$ cat config.mk
export PLATFORM = sky130hd
export DESIGN_NAME = pc_spacing_gate
export DESIGN_NICKNAME = d
export VERILOG_FILES = /design/src/rtl/pc_gate_pkg.sv /design/src/rtl/pc_set_timer.sv /design/src/rtl/pc_issue_gate.sv /design/src/rtl/pc_spacing_gate.sv
export SDC_FILE = /design/constraint.sdc
export NUM_CORES = 1
export LEC_CHECK = 0
export ABC_AREA = 1
export BUFFER_PORTS_ARGS = -buffer_cell sky130_fd_sc_hd__buf_2
export CELL_PAD_IN_SITES_DETAIL_PLACEMENT = 0
export CELL_PAD_IN_SITES_GLOBAL_PLACEMENT = 1
export CORE_UTILIZATION = 35
export CTS_CLUSTER_DIAMETER = 40
export DETAILED_ROUTE_END_ITERATION = 7
export PLACE_DENSITY_LB_ADDON = 0.1
export SLEW_MARGIN = 40
export SYNTH_ARGS = -nofsm -noshare
export SYNTH_HDL_FRONTEND = slang
export SYNTH_SLANG_ARGS = --single-unit
$ cat constraint.sdc
create_clock -name clk -period 2.9 [get_ports clk]
set_input_delay 0.435 -clock clk [delete_from_list [all_inputs] [get_ports clk]]
set_output_delay 0.435 -clock clk [all_outputs]
set_load 0.01 [all_outputs]
$ cat src/rtl/pc_gate_pkg.sv
package pc_gate_pkg;

  // True when enough cycles have elapsed to satisfy a spacing gap.
  function automatic logic gap_met(input int unsigned elapsed,
                                   input int unsigned gap);
    return elapsed >= gap;
  endfunction

  // Next value of a saturating elapsed-cycle counter.
  function automatic int unsigned elapsed_step(input int unsigned cur,
                                               input int unsigned top,
                                               input logic        restart);
    if (restart)
      return 1;
    else if (cur >= top)
      return top;
    else
      return cur + 1;
  endfunction

endpackage

$ cat src/rtl/pc_set_timer.sv
module pc_set_timer #(
  parameter int CNT_W = 3
) (
  input  logic             clk,
  input  logic             rst_n,
  input  logic             restart,
  output logic [CNT_W-1:0] elapsed
);
  import pc_gate_pkg::*;

  localparam int unsigned TOP = (1 << CNT_W) - 1;

  logic [CNT_W-1:0] elapsed_nx;

  always_comb elapsed_nx = CNT_W'(elapsed_step(32'(elapsed), TOP, restart));

  always_ff @(posedge clk) begin
    if (!rst_n) elapsed <= '1;
    else        elapsed <= elapsed_nx;
  end

  // An issue restarts the window at one elapsed cycle.
  assert_restart_after_issue_R2: assert property (@(posedge clk) disable iff (!rst_n)
    restart |=> elapsed == CNT_W'(1));

  // Without an issue the window never shrinks.
  assert_window_monotone_R2: assert property (@(posedge clk) disable iff (!rst_n)
    !restart |=> elapsed >= $past(elapsed));

endmodule

$ cat src/rtl/pc_issue_gate.sv
module pc_issue_gate #(
  parameter int NUM_SETS = 2,
  parameter int SET_W    = 1,
  parameter int CNT_W    = 3
) (
  input  logic                             req_valid,
  input  logic                             req_dual,
  input  logic [SET_W-1:0]                 req_set_a,
  input  logic [SET_W-1:0]                 req_set_b,
  input  logic [NUM_SETS-1:0][CNT_W-1:0]   set_elapsed,
  input  logic [CNT_W-1:0]                 any_elapsed,
  input  logic [CNT_W-1:0]                 same_gap,
  input  logic [CNT_W-1:0]                 diff_gap,
  output logic                             req_ready,
  output logic                             fire,
  output logic [NUM_SETS-1:0]              fire_mask,
  output logic                             err
);
  import pc_gate_pkg::*;

  logic [CNT_W-1:0] elapsed_a, elapsed_b;
  logic             same_target;
  logic             a_ok, b_ok, pair_ok;

  // Select the window of each named bank set without an out-of-range index.
  always_comb begin
    elapsed_a = '0;
    elapsed_b = '0;
    for (int s = 0; s < NUM_SETS; s++) begin
      if (req_set_a == SET_W'(s)) elapsed_a = set_elapsed[s];
      if (req_set_b == SET_W'(s)) elapsed_b = set_elapsed[s];
    end
  end

  always_comb begin
    same_target = req_dual && (req_set_a == req_set_b);
    a_ok        = gap_met(32'(elapsed_a), 32'(same_gap)) &&
                  gap_met(32'(any_elapsed), 32'(diff_gap));
    b_ok        = gap_met(32'(elapsed_b), 32'(same_gap));
    pair_ok     = a_ok && b_ok && (diff_gap == '0);
    if (same_target)   req_ready = 1'b1;
    else if (req_dual) req_ready = pair_ok;
    else               req_ready = a_ok;
    err  = req_valid && same_target;
    fire = req_valid && req_ready && !same_target;
  end

  for (genvar s = 0; s < NUM_SETS; s++) begin : g_mask
    assign fire_mask[s] = fire && ((req_set_a == SET_W'(s)) ||
                                   (req_dual && req_set_b == SET_W'(s)));
  end

  // A dropped paired packet never reaches the device.
  always_comb assert_err_blocks_issue_R8: assert (!(err && fire));

endmodule

$ cat src/rtl/pc_spacing_gate.sv
module pc_spacing_gate #(
  parameter int NUM_SETS = 2,
  parameter int CNT_W    = 3,
  localparam int SET_W   = (NUM_SETS > 1) ? $clog2(NUM_SETS) : 1
) (
  input  logic                clk,
  input  logic                rst_n,
  input  logic [CNT_W-1:0]    cfg_same_gap,
  input  logic [CNT_W-1:0]    cfg_diff_gap,
  input  logic                req_valid,
  output logic                req_ready,
  input  logic                req_dual,
  input  logic [SET_W-1:0]    req_set_a,
  input  logic [SET_W-1:0]    req_set_b,
  output logic                issue_pulse,
  output logic [NUM_SETS-1:0] issue_mask,
  output logic                err_same_set
);

  logic [NUM_SETS-1:0][CNT_W-1:0] set_elapsed;
  logic [CNT_W-1:0]               any_elapsed;
  logic                           fire;
  logic [NUM_SETS-1:0]            fire_mask;

  for (genvar s = 0; s < NUM_SETS; s++) begin : g_set
    pc_set_timer #(.CNT_W(CNT_W)) u_timer (
      .clk     (clk),
      .rst_n   (rst_n),
      .restart (fire_mask[s]),
      .elapsed (set_elapsed[s])
    );

    // Same-set spacing holds at every issue touching set s.
    assert_same_set_gap_R2: assert property (@(posedge clk) disable iff (!rst_n)
      fire_mask[s] |-> set_elapsed[s] >= cfg_same_gap);
  end

  pc_set_timer #(.CNT_W(CNT_W)) u_any_timer (
    .clk     (clk),
    .rst_n   (rst_n),
    .restart (fire),
    .elapsed (any_elapsed)
  );

  pc_issue_gate #(
    .NUM_SETS (NUM_SETS),
    .SET_W    (SET_W),
    .CNT_W    (CNT_W)
  ) u_gate (
    .req_valid   (req_valid),
    .req_dual    (req_dual),
    .req_set_a   (req_set_a),
    .req_set_b   (req_set_b),
    .set_elapsed (set_elapsed),
    .any_elapsed (any_elapsed),
    .same_gap    (cfg_same_gap),
    .diff_gap    (cfg_diff_gap),
    .req_ready   (req_ready),
    .fire        (fire),
    .fire_mask   (fire_mask),
    .err         (err_same_set)
  );

  assign issue_pulse = fire;
  assign issue_mask  = fire_mask;

  assert_diff_set_gap_R3: assert property (@(posedge clk) disable iff (!rst_n)
    issue_pulse |-> any_elapsed >= cfg_diff_gap);

  assert_pair_needs_zero_gap_R6: assert property (@(posedge clk) disable iff (!rst_n)
    ($countones(issue_mask) > 1) |-> (cfg_diff_gap == '0) && req_dual);

  assert_issue_on_handshake_R9: assert property (@(posedge clk) disable iff (!rst_n)
    issue_pulse |-> req_valid && req_ready && (issue_mask != '0));

  assert_mask_quiet_R9: assert property (@(posedge clk) disable iff (!rst_n)
    !issue_pulse |-> issue_mask == '0);

  assert_counters_held_on_err_R8: assert property (@(posedge clk) disable iff (!rst_n)
    err_same_set |=> any_elapsed >= $past(any_elapsed));

endmodule

**Yosys cells after proc, flatten, opt, wreduce, memory -nomap -nowiden**

Index checks and enable logic that the tools add are counted.

- Bits in registers: 9
- Output and inout port bits: 5

- $add $sub $neg: 3
- $lt $le $gt $ge: 6
- Eq/ne operators: 1
- Muxes and demuxes: 10
- Bitwise logic cells: 3
- Reduce and logical (&&, ||, !) cells: 18

Operators by type and width:

| kind | number |
|---|---|
| $mux W3 | 8 |
| $logic_and A1 B1 Y1 | 11 |
| $add A3 B1 Y3 const B | 3 |
| $ge A3 B3 Y1 | 3 |
| $ge A3 B3 Y1 const B | 3 |
| $reduce_or A3 Y1 | 3 |
| $logic_not A3 Y1 | 1 |
| $not A1 Y1 | 3 |
| $logic_or A1 B1 Y1 | 2 |
| $mux W1 | 2 |
| $eq A1 B1 Y1 | 1 |
| $logic_not A1 Y1 | 1 |

**Longest topological paths before layout**

Gate-level depths: netlist of run 1.

- Depth after elaboration: 11
- Mapped depth: 13
- Mapped depth without buffers: 13

**Hierarchy**

Synthesis of run 1 repeated with hierarchy kept, for this count alone.

- Cells, all modules: 130
- Area, all modules: 872.1 µm²

Modules (own cells, without submodules):

| module | times used | cells an instance | area an instance (µm²) | seq. area each (µm²) |
|---|---|---|---|---|
| pc_set_timer | 3 | 19 | 156.4 | 60.1 |
| pc_issue_gate | 1 | 73 | 402.9 | 0.0 |

**Least setup slack after synthesis of run 1**

Ideal clock, no wire load.

- Path kind: input -> output
- Start: in req_set_a
- End: out issue_mask[0]
- Arrival: 1570 ps
- Data required time: 2465 ps
- Path slack: 895 ps
- Stages on the path: 13
- Buffers on the path: 2
- Path through: buf_4 > nand2_1 > o21ai_0 > ha_1 > nand2_1 > inv_1 > nand2_1 > nand2_1 > nand2_1 > inv_2 > nand4_2 > inv_1 > buf_4

- Longest elaborated chain between the ends: 10
- Elaborated cells between the ends (all ways): 15
- Classes of those cells: order compare (1); eq/ne (1); mux (3); bitwise (1); reduce/logical (9)

Ends and longest elaborated chain:

| element | RTL line | RTL |
|---|---|---|
| start, declared | pc_spacing_gate.sv:13 | `input logic [SET_W-1:0] req_set_a,` |
| $mux W3 | pc_issue_gate.sv:30 | `if (req_set_a == SET_W'(s)) elapsed_a = set_elapsed[s];` |
| $ge A3 B3 Y1 | pc_gate_pkg.sv:6 | `return elapsed >= gap;` |
| $logic_and A1 B1 Y1 | pc_issue_gate.sv:37 | `a_ok = gap_met(32'(elapsed_a), 32'(same_gap)) &&` |
| $logic_and A1 B1 Y1 (2 in series) | pc_issue_gate.sv:40 | `pair_ok = a_ok && b_ok && (diff_gap == '0);` |
| $mux W1 | pc_issue_gate.sv:42 | `else if (req_dual) req_ready = pair_ok;` |
| $mux W1 | pc_issue_gate.sv:41 | `if (same_target) req_ready = 1'b1;` |
| $logic_and A1 B1 Y1 (2 in series) | pc_issue_gate.sv:45 | `fire = req_valid && req_ready && !same_target;` |
| $logic_and A1 B1 Y1 (*) | pc_issue_gate.sv:49 | `assign fire_mask[s] = fire && ((req_set_a == SET_W'(s)) \|\|` |
| end, declared | pc_spacing_gate.sv:16 | `output logic [NUM_SETS-1:0] issue_mask,` |

Every way passes the cells marked *; elsewhere a longest branch is shown, timed or not.

**Worst setup path after layout of run 1**

- Start: reg g_set[1].u_timer.elapsed[0]
- End: out issue_mask[1]

- Longest elaborated chain between the ends: 10
- Elaborated cells between the ends (all ways): 12
- Classes of those cells: order compare (2); mux (4); reduce/logical (6)

Ends and longest elaborated chain:

| element | RTL line | RTL |
|---|---|---|
| start, declared | pc_set_timer.sv:7 | `output logic [CNT_W-1:0] elapsed` |
| start signal, assigned | pc_set_timer.sv:19 | `else elapsed <= elapsed_nx;` |
| $mux W3 | pc_issue_gate.sv:30 |  |
| $ge A3 B3 Y1 | pc_gate_pkg.sv:6 |  |
| $logic_and A1 B1 Y1 | pc_issue_gate.sv:37 |  |
| $logic_and A1 B1 Y1 (2 in series) | pc_issue_gate.sv:40 |  |
| $mux W1 (*) | pc_issue_gate.sv:42 |  |
| $mux W1 (*) | pc_issue_gate.sv:41 |  |
| $logic_and A1 B1 Y1 (*) (2 in series) | pc_issue_gate.sv:45 |  |
| $logic_and A1 B1 Y1 (*) | pc_issue_gate.sv:49 |  |

Marks and branches as above.

==> results.py, run 1 <==
metrics = {
    "floorplan": {
        "die_y_um": 51.3,
        "die-area_mm2": 0.00264,
        "die_x_um": 51.3,
        "num_rows": 17,
        "io_pins": 17,
        "coreArea_mm2": 0.00225,
        "initial_core_util_pct": 37.8,
    },
    "timing": {
        "tightestPinTransition_ns": 0.175,
        "rsz0062_at_grt": "false",
        "max_slew_margin_pct": 88.2,
        "finalHoldViolCount": 0,
        "min_period_over_period_pct": 78.2,
        "fin_setup_tns_ns": 0,
        "fmax_mhz": 441,
        "finalSetupViolCount": 0,
        "slew_violations": 0,
        "min_period_ns": 2.27,
        "fin_skew_ns": 0.00499,
        "worst_slack_ns": 0.633,
    },
    "layout": {
        "fillCellCount": 254,
        "final_cells": 169,
        "multi_input_area_um2": 541,
        "fin_nets": 169,
        "diodes": 0,
        "area.growth.synth_to_final_pct": 12.2,
        "fin_util_pct": 42.4,
        "drive_gt1_share_pct": 24.1,
        "seq_area_um2": 180,
    },
    "placement": {
        "place.gp.congestion": 0.803,
        "portBuffers": 16,
        "place_inst": 165,
        "hpwl_um": 1390,
        "pre_cts_ws_ns": 0.706,
    },
    "logic_synthesis": {
        "netlist_area_um2": 852,
        "synth_area_leaders": "ha_1 (22%), dfxtp_1 (21%), nand2_1 (17%)",
        "ys_seq_area_share_pct": 21.1,
        "syn-instance-count": 126,
        "ys_seq_elements": 9,
        "synth_cell_types": 24,
        "synth_area_per_cell_um2": 6.76,
        "yosys_warnings": 0,
        "synth_nets": 153,
        "synth.largest_area_cell": "ha_1",
        "synth_top_area_share_pct": 22.0,
    },
    "cts": {
        "numClockSinks": 9,
        "post_cts_resized": 0,
        "cts_buffers": 3,
        "cts_root_buffer": "clkbuf_4",
        "cts_hold_buf": 0,
        "cts_tree": "built",
        "clockBufferDepth": 2,
        "post_cts_buffers": 0,
        "h-tree-depth": 1,
        "clk_latency_ns": 0.25,
        "path_clk_slew_ns": 0.06,
    },
    "min_path": {
        "hold_path.class": "in2reg",
    },
    "route": {
        "drc_errors": 0,
        "drt-total-wl_um": 1600,
        "postRouteAntennaNets": 0,
        "drtIter0Drc": 2,
        "dr.pass1.iters": 2,
        "drt-vias-per-instance": 4.42,
        "wire_per_inst_um": 9.44,
        "vias": 747,
    },
    "power": {
        "p_leak_nw": 0.602,
        "powerDensity_mw_per_mm2": 322,
        "max-vdd-ir-drop_uv": 204,
    },
    "flow_run": {
        "drv_cap": 0,
    },
    "critical_path": {
        "crit_type": "reg2out",
        "path_max_fanout": 4,
        "critPathLaunchType": "flop",
        "worst_ep_arrival_time_ns": 1.83,
        "end_kind": "output port",
        "crit_required_ns": 2.47,
    },
    "global_routing": {
        "globalRouteTotalUtil_pct": 15.2,
        "grt_antenna_before_repair": 0,
        "grt_max_degree": 11,
        "grt_pass1_vias": 728,
        "grt_pass1_wl_um": 3060,
        "overflow": 0,
    },
    "run_status": {
        "status": "complete, no violations",
    },
}
[registers in the layout, indices dropped and copies added (netlist names)]
| signal | count |
|---|---|
| u_any_timer.elapsed | 3 |
| g_set.u_timer.elapsed | 6 |
[cells in the mapped netlist]
cell and instances:
buf_6 1, nand3_2 1, o21ai_2 1, nand4_1 1, nand3_1 4, a21oi_1 3, a31o_2 1, or2_2 4
clkbuf_1 1, clkinv_1 1, nand4_2 2, buf_4 3, inv_1 21, nor2_1 3, nand2_1 39, o21ai_0 6
dfxtp_1 9, nor2_4 1, o21ai_1 2, nand3b_1 1, inv_2 3, ha_1 15, nor3_1 1, nand2_2 2
[critical path, stage by stage (launching register included)]
cell,delay (ns)
dfxtp_1,0.39
inv_1,0.08
nand2_1,0.05
o21ai_0,0.08
ha_1,0.28
inv_1,0.03
nand2_1,0.05
nand2_1,0.05
nand2_1,0.05
nand2_1,0.06
nand2_2,0.12
nand4_2,0.14
inv_1,0.08
buf_2,0.12
[logic make-up after synthesis]
group	count (synthesis)	share of synthesized area, %
fa+ha+maj	15	22.0
simple gates	59	32.9
buf+inv	30	15.4
flops	9	21.1
compound gates	13	8.52
[area by class of cell]
class,count,area share [%]
Clock buffer,4,2.75
Timing Repair Buffer,16,8.38
Inverter,25,9.82
Tap cell,28,3.66
Multi-Input combinational cell,87,56.5
Sequential cell,9,18.8
[final timing paths]
check	from	to	slack, ns	depth (start not counted)
worst max-delay path	g_set[1].u_timer.elapsed[0]	issue_mask[1]	0.63	13
worst max register to register	g_set[1].u_timer.elapsed[0]	g_set[0].u_timer.elapsed[1]	1.28	13
worst min-delay path	rst_n	g_set[0].u_timer.elapsed[2]	0.44	2
worst min register to register	u_any_timer.elapsed[0]	u_any_timer.elapsed[0]	0.45	1
[metal layers]
layer  vias up  wire length [µm]  track usage (%)
met3         2                39            0.893
met4         0                12             5.41
met1       313               856             21.5
li1        424                 -                -
met5         -                 0                0
met2         8               687             24.1
[through the flow]
step | area [µm²] | power [mW] | hold slack, ns
floorplan | 852 | 0.197 | 0.413
global placement | 930 | 0.217 | 0.435
detailed placement | 930 | 0.219 | 0.434
CTS | 956 | 0.315 | 0.434
global route | 956 | 0.335 | 0.446
finish | 956 | 0.308 | 0.437
[placed cells by master, fill, tap and decap left out]
cell,count
clkbuf_1,1
nor2_4,1
inv_2,3
inv_1,21
or2_2,4
nand2_2,2
clkinv_1,1
nor2_1,3
nand4_1,1
a31o_2,1
clkbuf_4,3
o21ai_0,6
nand4_2,2
a21oi_1,3
nand2_1,39
dfxtp_1,9
nand3_1,4
nand3_2,1
nor3_1,1
o21ai_2,1
buf_2,16
ha_1,15
o21ai_1,2
nand3b_1,1
[power breakdown]
| part | leakage (nW) | total [mW] | internal, mW | switching (mW) |
|---|---|---|---|---|
| Sequential | 0.0732 | 0.130 | 0.127 | 0.00332 |
| Clock | 0.0150 | 0.0930 | 0.0528 | 0.0402 |
| Combinational | 0.514 | 0.0844 | 0.0339 | 0.0506 |
Power figures use the tool's default switching activity.
==> run 2: changes to the inputs <==
clock period = 2.15 ns   (was 2.9 ns; I/O delays follow)
==> run 2 against run 1 <==
Against the previous run:
- clock skew about the same
- cell count increased by 1.2%
- highest routed layer unchanged
- utilization increased by 2.6 points
- clock-buffer cell count unchanged
- register-to-register slack got worse by 0.74 ns
- non-clock buffer count increased by 2
- critical path depth decreased by 1
- routed wire length increased by 1.7%
- clock power increased by 35%
==> results.py, run 2 (same netlist as run 1, synthesis figures left out) <==
metrics = {
    "power": {
        "powerDensity_mw_per_mm2": 424,
        "p_leak_nw": 0.602,
        "max-vdd-ir-drop_uv": 290,
        "power.total_uw": 431,
    },
    "route": {
        "wire_per_inst_um": 9.49,
        "drt-total-wl_um": 1620,
        "postRouteAntennaNets": 0,
        "drt-vias-per-instance": 4.44,
        "dr.pass1.iters": 4,
        "drtIter0Drc": 9,
        "drc_errors": 0,
        "vias": 759,
    },
    "layout": {
        "layout_common_cells": "nand2_1 (37), inv_1 (18), ha_1 (15), buf_2 (15)",
        "fin_util_pct": 45.0,
        "largest-register": "g_set.u_timer.elapsed",
        "largest_reg_flops": 6,
        "fin_nets": 171,
        "layout_commonest_cell": "nand2_1",
        "area.growth.synth_to_final_pct": 19.1,
        "diodes": 0,
        "drive_gt1_share_pct": 32.9,
        "final_cells": 171,
        "design_area_mm2": 0.00101,
        "largest_registers": "g_set.u_timer.elapsed (6), u_any_timer.elapsed (3)",
    },
    "global_routing": {
        "grt_max_degree": 11,
        "overflow": 0,
        "grt_pass1_vias": 669,
        "globalRouteTotalUtil_pct": 13.8,
        "grt_pass1_wl_um": 2800,
        "grt_antenna_before_repair": 0,
    },
    "timing": {
        "slew_violations": 0,
        "fin_hold_ws_ns": 0.328,
        "max_slew_margin_pct": 84.6,
        "finalHoldViolCount": 0,
        "min_period_ns": 2.02,
        "rsz0062_at_grt": "true",
        "min_period_over_period_pct": 94.1,
        "tightestPinTransition_ns": 0.229,
        "fmax_mhz": 494,
        "fin_skew_ns": 0.00454,
        "finalSetupViolCount": 0,
    },
    "placement": {
        "hpwl_um": 1380,
        "place.gp.congestion": 0.803,
        "portBuffers": 16,
        "placed_area_um2": 930,
        "place_inst": 165,
    },
    "critical_path": {
        "critPathLaunchType": "flop",
        "path_max_fanout": 4,
        "end_kind": "output port",
        "crit_required_ns": 1.83,
        "rrSetupSlack_ns": 0.54,
        "worst_ep_arrival_time_ns": 1.70,
        "crit_type": "reg2out",
    },
    "cts": {
        "h-tree-depth": 1,
        "cts_tree": "built",
        "numClockSinks": 9,
        "clockBufferDepth": 2,
        "cts_root_buffer": "clkbuf_4",
        "clk_latency_ns": 0.25,
        "path_clk_slew_ns": 0.06,
        "cts_buffers": 3,
    },
    "floorplan": {
        "num_rows": 17,
        "io_pins": 17,
        "die_y_um": 51.3,
        "die_x_um": 51.3,
        "die-area_mm2": 0.00264,
        "initial_core_util_pct": 37.8,
        "coreArea_mm2": 0.00225,
    },
    "flow_run": {
        "drv_cap": 0,
    },
    "run_status": {
        "status": "complete, no violations",
    },
    "min_path": {
        "hold_path.class": "in2reg",
    },
}
-- run 2: cell types whose count changed in the layout (fill, tap and decap cells not counted), sizes merged --
| cell | delta |
|---|---|
| buf | +2 |
-- run 2: final timing paths --
| check | cells past startpoint | from | endpoint |
|---|---|---|---|
| worst max-delay path | 12 | g_set[0].u_timer.elapsed[2] | issue_pulse |
| worst min-delay path | 2 | rst_n | g_set[0].u_timer.elapsed[2] |
| worst min register to register | 1 | g_set[1].u_timer.elapsed[0] | g_set[1].u_timer.elapsed[0] |
| worst max register to register | 13 | g_set[0].u_timer.elapsed[2] | g_set[0].u_timer.elapsed[1] |
-- run 2: final cells by class --
class / instances / area, µm²
repair buffers: 18 / 101
inverters: 25 / 93.8
fillers: 243 / 1240
multi-input cells: 87 / 572
well taps: 28 / 35.0
clock buffers: 4 / 26.3
flip-flops and latches: 9 / 186
-- run 2: per-stage QoR --
step | TNS [ns] | setup slack (ns)
after CTS | 0 | 0.00264
after floorplan | 0 | 0.370
after global placement | 0 | 0.182
after global routing | -0.0123 | -0.0110
after detailed placement | 0 | 0.185
final | 0 | 0.127
-- run 2: routing by layer --
layer	GRT usage (%)	vias to the layer above	part of all wire [%]	wire, µm
met5	0	-	0	0
li1	-	426	-	-
met1	18.6	321	53	856
met4	4.05	0	0.74	12
met2	23.2	10	43	696
met3	1.19	2	3.5	57
-- run 2: where the power goes --
group          internal [mW]  switching (mW)
Combinational         0.0514          0.0775
Sequential             0.171         0.00462
Clock                 0.0712          0.0545
-- run 2: worst max-delay path, cell delays in order, from the launching register on --
cell     delay [ns]
dfxtp_2        0.33
inv_2          0.06
o21ai_1        0.06
ha_1           0.31
nand2_1        0.06
inv_1          0.05
nand2_1        0.05
nand2_2        0.06
nand2_2        0.06
nand2_4        0.11
nand3_2        0.11
inv_1          0.07
buf_2          0.12
-- run 2: what timing repair did --
action | CTS | global route
pin swaps | 0 | 3
hold buffers | 0 | 0
gates resized for setup | 1 | 18
buffers inserted | 0 | 2
setup endpoints to repair | 2 | 4
